===== config.mk =====
export PLATFORM = sky130hd
export DESIGN_NAME = mdio_mgmt_frontend
export DESIGN_NICKNAME = d
export VERILOG_FILES = /design/src/rtl/mdio_mgmt_pkg.sv /design/src/rtl/mdio_clk_div.sv /design/src/rtl/mdio_frame_seq.sv /design/src/rtl/mdio_host_regs.sv /design/src/rtl/mdio_mgmt_frontend.sv
export SDC_FILE = /design/constraint.sdc
export NUM_CORES = 1
export LEC_CHECK = 0
export ABC_CLOCK_PERIOD_IN_PS = 5580
export BUFFER_PORTS_ARGS = -buffer_cell sky130_fd_sc_hd__buf_2
export CAP_MARGIN = 20
export CELL_PAD_IN_SITES_DETAIL_PLACEMENT = 1
export CELL_PAD_IN_SITES_GLOBAL_PLACEMENT = 1
export CORE_MARGIN = 2
export CORE_UTILIZATION = 49
export CTS_BUF_LIST = sky130_fd_sc_hd__clkbuf_8
export CTS_CLUSTER_DIAMETER = 100
export DETAILED_ROUTE_END_ITERATION = 12
export GPL_TIMING_DRIVEN = 0
export PLACE_DENSITY = 0.83
export SYNTH_ARGS = -nofsm -noshare
export SYNTH_HDL_FRONTEND = slang
export SYNTH_SLANG_ARGS = --single-unit
export TNS_END_PERCENT = 100

===== constraint.sdc =====
create_clock -name clk -period 5.58 [get_ports clk]
set_input_delay 1.116 -clock clk [delete_from_list [all_inputs] [get_ports clk]]
set_output_delay 1.116 -clock clk [all_outputs]
set_load 0.005 [all_outputs]

===== src/rtl/mdio_mgmt_pkg.sv =====
package mdio_mgmt_pkg;

  localparam int FRAME_BITS = 64;
  localparam int PRE_BITS   = 32;
  localparam int ADDR_W     = 5;
  localparam int DATA_W     = 16;
  localparam int TA_POS     = 46;
  localparam int DATA_POS   = 48;
  localparam int CMD_WR_BIT = 14;
  localparam int CMD_RD_BIT = 13;
  localparam int PHY_LSB    = 8;

  typedef enum logic [1:0] {
    HR_CMD   = 2'd0,
    HR_WDATA = 2'd1,
    HR_RDATA = 2'd2,
    HR_NONE  = 2'd3
  } host_reg_e;

  typedef struct packed {
    logic              rd;
    logic [ADDR_W-1:0] phy;
    logic [ADDR_W-1:0] regad;
  } mdio_cmd_t;

endpackage


===== src/rtl/mdio_clk_div.sv =====
module mdio_clk_div #(
  parameter int HALF_DIV = 2
) (
  input  logic clk,
  input  logic rst_n,
  input  logic run,
  output logic mdc,
  output logic rise_tick,
  output logic fall_tick
);
  localparam int CW = (HALF_DIV > 1) ? $clog2(HALF_DIV) : 1;

  logic [CW-1:0] cnt_q, cnt_d;
  logic          mdc_q, mdc_d;
  logic          wrap;

  assign wrap      = (cnt_q == CW'(HALF_DIV - 1));
  assign rise_tick = run & wrap & ~mdc_q;
  assign fall_tick = run & wrap &  mdc_q;
  assign mdc       = mdc_q;

  always_comb begin
    cnt_d = cnt_q;
    mdc_d = mdc_q;
    if (!run) begin
      cnt_d = '0;
      mdc_d = 1'b0;
    end else if (wrap) begin
      cnt_d = '0;
      mdc_d = ~mdc_q;
    end else begin
      cnt_d = cnt_q + 1'b1;
    end
  end

  always_ff @(posedge clk or negedge rst_n) begin
    if (!rst_n) begin
      cnt_q <= '0;
      mdc_q <= 1'b0;
    end else begin
      cnt_q <= cnt_d;
      mdc_q <= mdc_d;
    end
  end
endmodule


===== src/rtl/mdio_frame_seq.sv =====
module mdio_frame_seq
  import mdio_mgmt_pkg::*;
(
  input  logic              clk,
  input  logic              rst_n,
  input  logic              start,
  input  mdio_cmd_t         cmd_in,
  input  logic [DATA_W-1:0] wdata_in,
  input  logic              rise_tick,
  input  logic              fall_tick,
  input  logic              mdio_in,
  output logic              busy,
  output logic              done,
  output logic              mdio_out,
  output logic              mdio_oe,
  output logic [DATA_W-1:0] rd_result
);
  localparam int CNT_W = $clog2(FRAME_BITS);

  logic [FRAME_BITS-1:0] sh_q, sh_d, launch_frame;
  logic [CNT_W-1:0]      idx_q, idx_d;
  logic                  busy_q, busy_d;
  logic                  rd_q, rd_d;
  logic [DATA_W-1:0]     cap_q, cap_d;
  logic                  last_bit;

  assign last_bit = (idx_q == CNT_W'(FRAME_BITS - 1));

  // Frame image, shifted out MSB first
  always_comb begin
    launch_frame = {{PRE_BITS{1'b1}}, 2'b01,
                    (cmd_in.rd ? 2'b10 : 2'b01),
                    cmd_in.phy, cmd_in.regad,
                    (cmd_in.rd ? 2'b11 : 2'b10),
                    (cmd_in.rd ? {DATA_W{1'b1}} : wdata_in)};
  end

  always_comb begin
    sh_d   = sh_q;
    idx_d  = idx_q;
    busy_d = busy_q;
    rd_d   = rd_q;
    cap_d  = cap_q;
    if (start && !busy_q) begin
      sh_d   = launch_frame;
      idx_d  = '0;
      busy_d = 1'b1;
      rd_d   = cmd_in.rd;
    end else if (busy_q) begin
      if (rise_tick && rd_q && (idx_q >= CNT_W'(DATA_POS)))
        cap_d = {cap_q[DATA_W-2:0], mdio_in};
      if (fall_tick) begin
        if (last_bit) begin
          busy_d = 1'b0;
        end else begin
          sh_d  = {sh_q[FRAME_BITS-2:0], 1'b0};
          idx_d = idx_q + 1'b1;
        end
      end
    end
  end

  always_ff @(posedge clk or negedge rst_n) begin
    if (!rst_n) begin
      sh_q   <= '0;
      idx_q  <= '0;
      busy_q <= 1'b0;
      rd_q   <= 1'b0;
      cap_q  <= '0;
    end else begin
      sh_q   <= sh_d;
      idx_q  <= idx_d;
      busy_q <= busy_d;
      rd_q   <= rd_d;
      cap_q  <= cap_d;
    end
  end

  assign busy      = busy_q;
  assign done      = busy_q & fall_tick & last_bit;
  assign mdio_out  = sh_q[FRAME_BITS-1];
  assign mdio_oe   = busy_q & (~rd_q | (idx_q < CNT_W'(TA_POS)));
  assign rd_result = cap_q;
endmodule


===== src/rtl/mdio_host_regs.sv =====
module mdio_host_regs
  import mdio_mgmt_pkg::*;
(
  input  logic              clk,
  input  logic              rst_n,
  input  logic              reg_wr,
  input  logic [1:0]        reg_addr,
  input  logic [DATA_W-1:0] reg_wdata,
  input  logic              busy,
  input  logic              done,
  input  logic [DATA_W-1:0] rd_result,
  output logic [DATA_W-1:0] reg_rdata,
  output logic              start,
  output mdio_cmd_t         cmd_new,
  output mdio_cmd_t         cmd_acc,
  output logic [DATA_W-1:0] wdata_val,
  output logic [DATA_W-1:0] rdata_val
);
  host_reg_e         sel;
  mdio_cmd_t         cmd_q, cmd_d;
  logic [DATA_W-1:0] wdata_q, wdata_d;
  logic [DATA_W-1:0] rdata_q, rdata_d;
  logic              op_wr, op_rd;

  assign sel   = host_reg_e'(reg_addr);
  assign op_wr = reg_wdata[CMD_WR_BIT];
  assign op_rd = reg_wdata[CMD_RD_BIT];
  assign cmd_new.rd    = op_rd;
  assign cmd_new.phy   = reg_wdata[PHY_LSB +: ADDR_W];
  assign cmd_new.regad = reg_wdata[ADDR_W-1:0];
  assign start = reg_wr & (sel == HR_CMD) & ~busy & (op_wr ^ op_rd);

  always_comb begin
    cmd_d   = cmd_q;
    wdata_d = wdata_q;
    rdata_d = rdata_q;
    if (start) cmd_d = cmd_new;
    if (reg_wr && (sel == HR_WDATA)) wdata_d = reg_wdata;
    if (done && cmd_q.rd) rdata_d = rd_result;
  end

  always_ff @(posedge clk or negedge rst_n) begin
    if (!rst_n) begin
      cmd_q   <= '0;
      wdata_q <= '0;
      rdata_q <= '0;
    end else begin
      cmd_q   <= cmd_d;
      wdata_q <= wdata_d;
      rdata_q <= rdata_d;
    end
  end

  always_comb begin
    case (sel)
      HR_CMD:   reg_rdata = {1'b0, busy & ~cmd_q.rd, busy & cmd_q.rd,
                             cmd_q.phy, 3'b000, cmd_q.regad};
      HR_WDATA: reg_rdata = wdata_q;
      HR_RDATA: reg_rdata = rdata_q;
      default:  reg_rdata = '0;
    endcase
  end

  assign cmd_acc   = cmd_q;
  assign wdata_val = wdata_q;
  assign rdata_val = rdata_q;
endmodule


===== src/rtl/mdio_mgmt_frontend.sv =====
module mdio_mgmt_frontend
  import mdio_mgmt_pkg::*;
#(
  parameter int HALF_DIV = 2
) (
  input  logic        clk,
  input  logic        rst_n,
  input  logic        reg_wr,
  input  logic [1:0]  reg_addr,
  input  logic [15:0] reg_wdata,
  output logic [15:0] reg_rdata,
  output logic        mdc,
  output logic        mdio_out,
  output logic        mdio_oe,
  input  logic        mdio_in
);
  logic [1:0]        rst_pipe;
  logic              rst_sync_n;
  logic              start, seq_busy, seq_done, rise_tick, fall_tick;
  mdio_cmd_t         cmd_new, acc_cmd;
  logic [DATA_W-1:0] wdata_val, rdata_val, rd_result;

  always_ff @(posedge clk or negedge rst_n) begin
    if (!rst_n) rst_pipe <= 2'b00;
    else        rst_pipe <= {rst_pipe[0], 1'b1};
  end
  assign rst_sync_n = rst_pipe[1];

  mdio_host_regs u_regs (
    .clk(clk), .rst_n(rst_sync_n), .reg_wr(reg_wr), .reg_addr(reg_addr),
    .reg_wdata(reg_wdata), .busy(seq_busy), .done(seq_done),
    .rd_result(rd_result), .reg_rdata(reg_rdata), .start(start),
    .cmd_new(cmd_new), .cmd_acc(acc_cmd), .wdata_val(wdata_val),
    .rdata_val(rdata_val)
  );

  mdio_clk_div #(.HALF_DIV(HALF_DIV)) u_div (
    .clk(clk), .rst_n(rst_sync_n), .run(seq_busy), .mdc(mdc),
    .rise_tick(rise_tick), .fall_tick(fall_tick)
  );

  mdio_frame_seq u_seq (
    .clk(clk), .rst_n(rst_sync_n), .start(start), .cmd_in(cmd_new),
    .wdata_in(wdata_val), .rise_tick(rise_tick), .fall_tick(fall_tick),
    .mdio_in(mdio_in), .busy(seq_busy), .done(seq_done),
    .mdio_out(mdio_out), .mdio_oe(mdio_oe), .rd_result(rd_result)
  );
endmodule


Word level (Yosys, flattened, before mapping)
Cells that the tools add are included.
{"block": "totals", "inputBits": 22, "ff_bits": 135, "output_inout_bits": 19, "word_cells": 71}
{"block": "op_classes", "bitwise": 18, "n_reduce_logical": 11, "eq_ne": 5, "n_mux": 20, "n_addsub": 2, "n_lt_le_gt_ge": 2}
{"cell": "2-to-1 mux 64 bit", "count": 4}
{"cell": "one-hot mux 16 bit (3 select lines)", "count": 1}
{"cell": "2-to-1 mux 6 bit", "count": 4}
{"cell": "2-to-1 mux 16 bit", "count": 1}
{"cell": "bitwise AND 1 bit", "count": 11}
{"cell": "2-to-1 mux 1 bit", "count": 9}
{"cell": "adder 6 x 1 -> 6 bit (second input constant)", "count": 1}
{"cell": "equality test 6 bit (second input constant)", "count": 1}
{"cell": ">= comparator 6 bit (second input constant)", "count": 1}
{"cell": "< comparator 6 bit (second input constant)", "count": 1}
{"cell": "AND reduction 3 bit", "count": 2}
{"cell": "logical AND 1 bit", "count": 5}
{"cell": "inverter 1 bit", "count": 5}
{"cell": "nonzero test 2 bit", "count": 2}
{"cell": "equality test 2 x 1 -> 1 bit (second input constant)", "count": 1}
{"cell": "equality test 2 bit (second input constant)", "count": 1}
{"cell": "zero test 2 bit", "count": 1}
{"cell": "2-to-1 mux 2 bit", "count": 1}
{"cell": "!= test 2 x 1 -> 1 bit (second input constant)", "count": 1}
{"cell": "!= test 2 bit (second input constant)", "count": 1}
{"cell": "adder 1 bit (second input constant)", "count": 1}
{"cell": "zero test 1 bit", "count": 1}
{"cell": "bitwise OR 1 bit", "count": 1}
{"cell": "bitwise XOR 1 bit", "count": 1}

Logic depth before layout (Yosys ltp)
{"block": "depth", "word_depth": 7, "ltp_mapped": 7, "ltp_nobuf": 5}

By module
Synthesis repeated with hierarchy kept, for this count alone.
{"block": "hier_totals", "hier_cells": 524, "hier_area_um2": 6124.6}
{"mod": "mdio_frame_seq", "n_inst": 1, "cells_each": 358, "area_each_um2": 3925.0, "seq_area_each_um2": 2202.1}
{"mod": "mdio_host_regs", "n_inst": 1, "cells_each": 155, "area_each_um2": 2057.0, "seq_area_each_um2": 1076.0}
{"mod": "mdio_clk_div", "n_inst": 1, "cells_each": 8, "area_each_um2": 88.8, "seq_area_each_um2": 50.0}
{"mod": "mdio_mgmt_frontend", "n_inst": 1, "cells_each": 3, "area_each_um2": 53.8, "seq_area_each_um2": 50.0}

Worst setup path after synthesis
No wires, ideal clock.
{"block": "synth_path", "path_kind": "input-to-output", "startpoint": "in reg_addr[0]", "endpoint": "out reg_rdata[14]", "required_ps": 4464, "setup_slack_ps": 2376, "stages": 4, "arrival_ps": 2088, "path_cell_list": "buf_2 buf_1 a22oi_1 o21ai_0"}
{"block": "synth_between", "elab_chain_len": 2, "elab_cells_between_ends": 4}
{"item": "from (decl)", "line_no": "mdio_mgmt_frontend.sv:9", "rtl": "input logic [1:0] reg_addr,"}
{"item": "equality test 2 bit (tied with other cells)", "line_no": "mdio_host_regs.sv:55", "rtl": "case (sel)"}
{"item": "one-hot mux 16 bit (3 select lines) *", "line_no": "mdio_host_regs.sv:55"}
{"item": "to (decl)", "line_no": "mdio_mgmt_frontend.sv:11", "rtl": "output logic [15:0] reg_rdata,"}
Mark *: on every way between the ends. The rest lies on a longest branch, timed or not.

Worst setup path in the final report
{"block": "layout_path", "startpoint": "in reg_addr[0]", "endpoint": "out reg_rdata[2]"}
The elaborated chain is that of the path after synthesis.

==> results.cfg <==
[route]
route.detailed.drc = 0
drt_iter0_drc = 203
routed_via_density = 5.575
dr.pass1.iters = 5
num_vias = 4248
ant_nets = 0
routed_wirelength_mm = 14.29
drt-wirelength-per-cell_um = 18.75

[worst_setup_path]
ff2ff_path_depth = 5
reg2reg_slack_ns = 3.43
start_kind = input port
crit_type = in -> out
cp.arrival_ns = 2.71
end_kind = output port
cp_max_fo = 10
worstReg2RegStart = u_seq.idx_q[1]
rr_endpoint = u_regs.rdata_val[11]
required_ns = 4.46

[hold_path]
min_to = rst_pipe[1]
hold_path_depth = 0
hold_start = rst_pipe[0]
hp-class = reg -> reg

[clock_network]
ctsResizeCount = 0
h-tree-depth = 4
insertion_delay_ns = 0.46
post_cts_buffers = 0
cts_tree = built
cts_hold_buf = 0
cts_buffer_depth = 2
path_clk_slew_ns = 0.07
cts_inserted_buffers = 17
clock-sinks = 135
cts.root.buffer_cell = clkbuf_8

[floorplanning]
initial_utilization_pct = 50.02
die_area_sq_um = 12540
floorplan.io_pins = 41
fp.coreArea_sq_um = 11420
fp.dieW_um = 112.0
row_count = 39
die_y_um = 112.0

[global_route]
grt_usage_pct = 24.31
gr-usage-met1_pct = 29.41
use_met3_pct = 6.260
grtUsageMet2_pct = 42.55
grt-ovfl-total = 0
grt-busiest-layer = met2
grt_first_pass_wirelength_mm = 23.50
grt_pass1_vias = 4636
grt_start_max_net_pins = 70
antenna_found_initial = 0

[finish]
fin_nets = 629
final_common_cell = nand2_1
drive_above_1_share_pct = 22.94
n_fill_cell = 1275
syn_to_final_growth_pct = 14.96
layout_common_cells = nand2_1, dfrtp_1, nand3_1
antenna_cells = 0

[timing]
fin_crit_ns = 3.826
timing.final.crit_share_pct = 68.57
final_max_slew_viol_count = 0
setup_viol_count_final = 0
clock_skew_ns = 0.009977
fmax_ghz = 0.2614
tns_ns = 0
rsz0062_at_grt = false
hold_violations = 0
slew_headroom_pct = 38.43
worst_slew_pin_slew_ns = 0.9235

[placed_design]
numPortBuffers = 39
gp_congestion = 0.8131
hpwl_mm = 9.654

[power_and_ir_drop]
p_sw_mw = 1.048
power_density_nw_per_um2 = 485.6
swShare_pct = 32.88
internal_power_mw = 2.140
fin_total_pwr_mw = 3.189
peakVddDrop_uv = 353.9
cellLeakagePower_nw = 3.251
p_seq_share_pct = 48.4
power.share.clock_pct = 28.8
comb_power_share_pct = 22.9

[yosys]
synth_nets = 570
yosysTopAreaCellShare_pct = 59.15
synth_edf_count = 0
synth_top_cell_by_area = dfrtp_1
syn-cell-area_sq_um = 5712
yosysSeqAreaShare_pct = 59.15
synth-main-ff-cell = dfrtp_1
synthCells = 547
synth_area_per_cell_sq_um = 10.44
synthTopCellsByArea = dfrtp_1, nand2_1, mux2_2, nand3_1, a21oi_1
yosysUniqueCellTypes = 38
yosysWarnings = 0
ys_ff_latch = 135
async_flop_share_pct = 100.0

[run]
max-cap-violations = 0

[status]
outcome = finished clean
## layout make-up
type / instances / area [sq um] / area share [%]
plain buffers: 34 / 160.2 / 2.439
flip-flops and latches: 135 / 3382 / 51.51
clock buffers: 20 / 275.3 / 4.192
repair buffers: 40 / 222.7 / 3.392
multi-input cells: 378 / 2173 / 33.10
clock inverters: 12 / 173.9 / 2.649
well taps: 143 / 178.9 / 2.725
## synthesized netlist by cell type, types with 3 or more instances
cell type and number:
xor2_1 3, mux2_2 48, and2_1 3, buf_1 4
o21ai_0 14, nor2_1 22, nand3_1 57, dfrtp_1 135
clkbuf_1 14, nor2b_1 3, nand2_1 150, a22o_1 4
buf_2 14, a21oi_1 34, mux2i_1 11
## layer usage
| layer | vias up | part of all wire [%] |
|---|---|---|
| li1 | 1964 | - |
| met1 | 2203 | 43 |
| met2 | 59 | 52 |
| met3 | 22 | 2.9 |
| met4 | 0 | 1.8 |
| met5 | - | 0 |
## stage by stage
step | utilization [%] | cells | setup slack, ns | instance area, sq um | hold slack (ns)
finish | 57.51 | 762 | 1.754 | 6566 | 0.3561
global route | 57.51 | 762 | 1.702 | 6566 | 0.3702
CTS | 57.51 | 762 | 1.745 | 6566 | 0.3595
detailed placement | 53.57 | 730 | 1.752 | 6117 | 0.3410
global placement | 53.30 | 729 | 0.1435 | 6086 | 0.3384
floorplan | - | 547 | 1.540 | 5712 | 0.3312
## flip-flops by register name, indices dropped and copies added (netlist names)
signal,cells
u_seq.sh_q,64
u_regs.rdata_val,16
u_regs.wdata_val,16
u_seq.rd_result,16
u_regs.cmd_acc,11
u_seq.idx_q,6
rst_pipe,2
u_div.cnt_q,1
u_div.mdc,1
u_seq.busy,1
u_seq.rd_q,1
## how the worst max path moves through the flow
stage,startpoint,end,slack [ns],cells after the start
detailed placement,reg_addr[0],reg_rdata[3],1.75,5
global route,reg_addr[0],reg_rdata[3],1.70,5
global placement,rst_pipe[1],u_seq.rd_result[1],0.14,0
floorplan,rst_pipe[1],u_div.cnt_q,1.54,0
finish,reg_addr[0],reg_rdata[2],1.75,5
CTS,reg_addr[0],reg_rdata[3],1.75,5
## worst max-delay path: stages
cell,delay (ns)
buf_2,0.23
buf_1,0.64
mux2i_1,0.43
o21ai_0,0.14
buf_2,0.15
## power by group through the flow
stage | combinational, mW | sequential, mW | clock [mW]
2_1_floorplan | 0.531 | 1.49 | 0
3_3_place_gp | 0.667 | 1.54 | 0
3_5_place_dp | 0.730 | 1.56 | 0
4_1_cts | 0.741 | 1.54 | 0.933
5_1_grt | 0.824 | 1.58 | 0.970
6_report | 0.729 | 1.54 | 0.917
## logic make-up (layout without fill, tap and decap cells)
group	after synthesis	in the layout	share of synthesized area, %
flip-flops	135	135	59.15
multiplexers	59	59	11.39
AO/OA/AOI/OAI	64	64	6.352
buffers and inverters	34	106	2.804
other	1	1	0.06565
adder cells (fa/ha/maj)	1	1	0.2190
AND/OR/NAND/NOR	248	248	19.26
XOR/XNOR	5	5	0.7668
No activity file was read; power rests on OpenSTA's default activity.
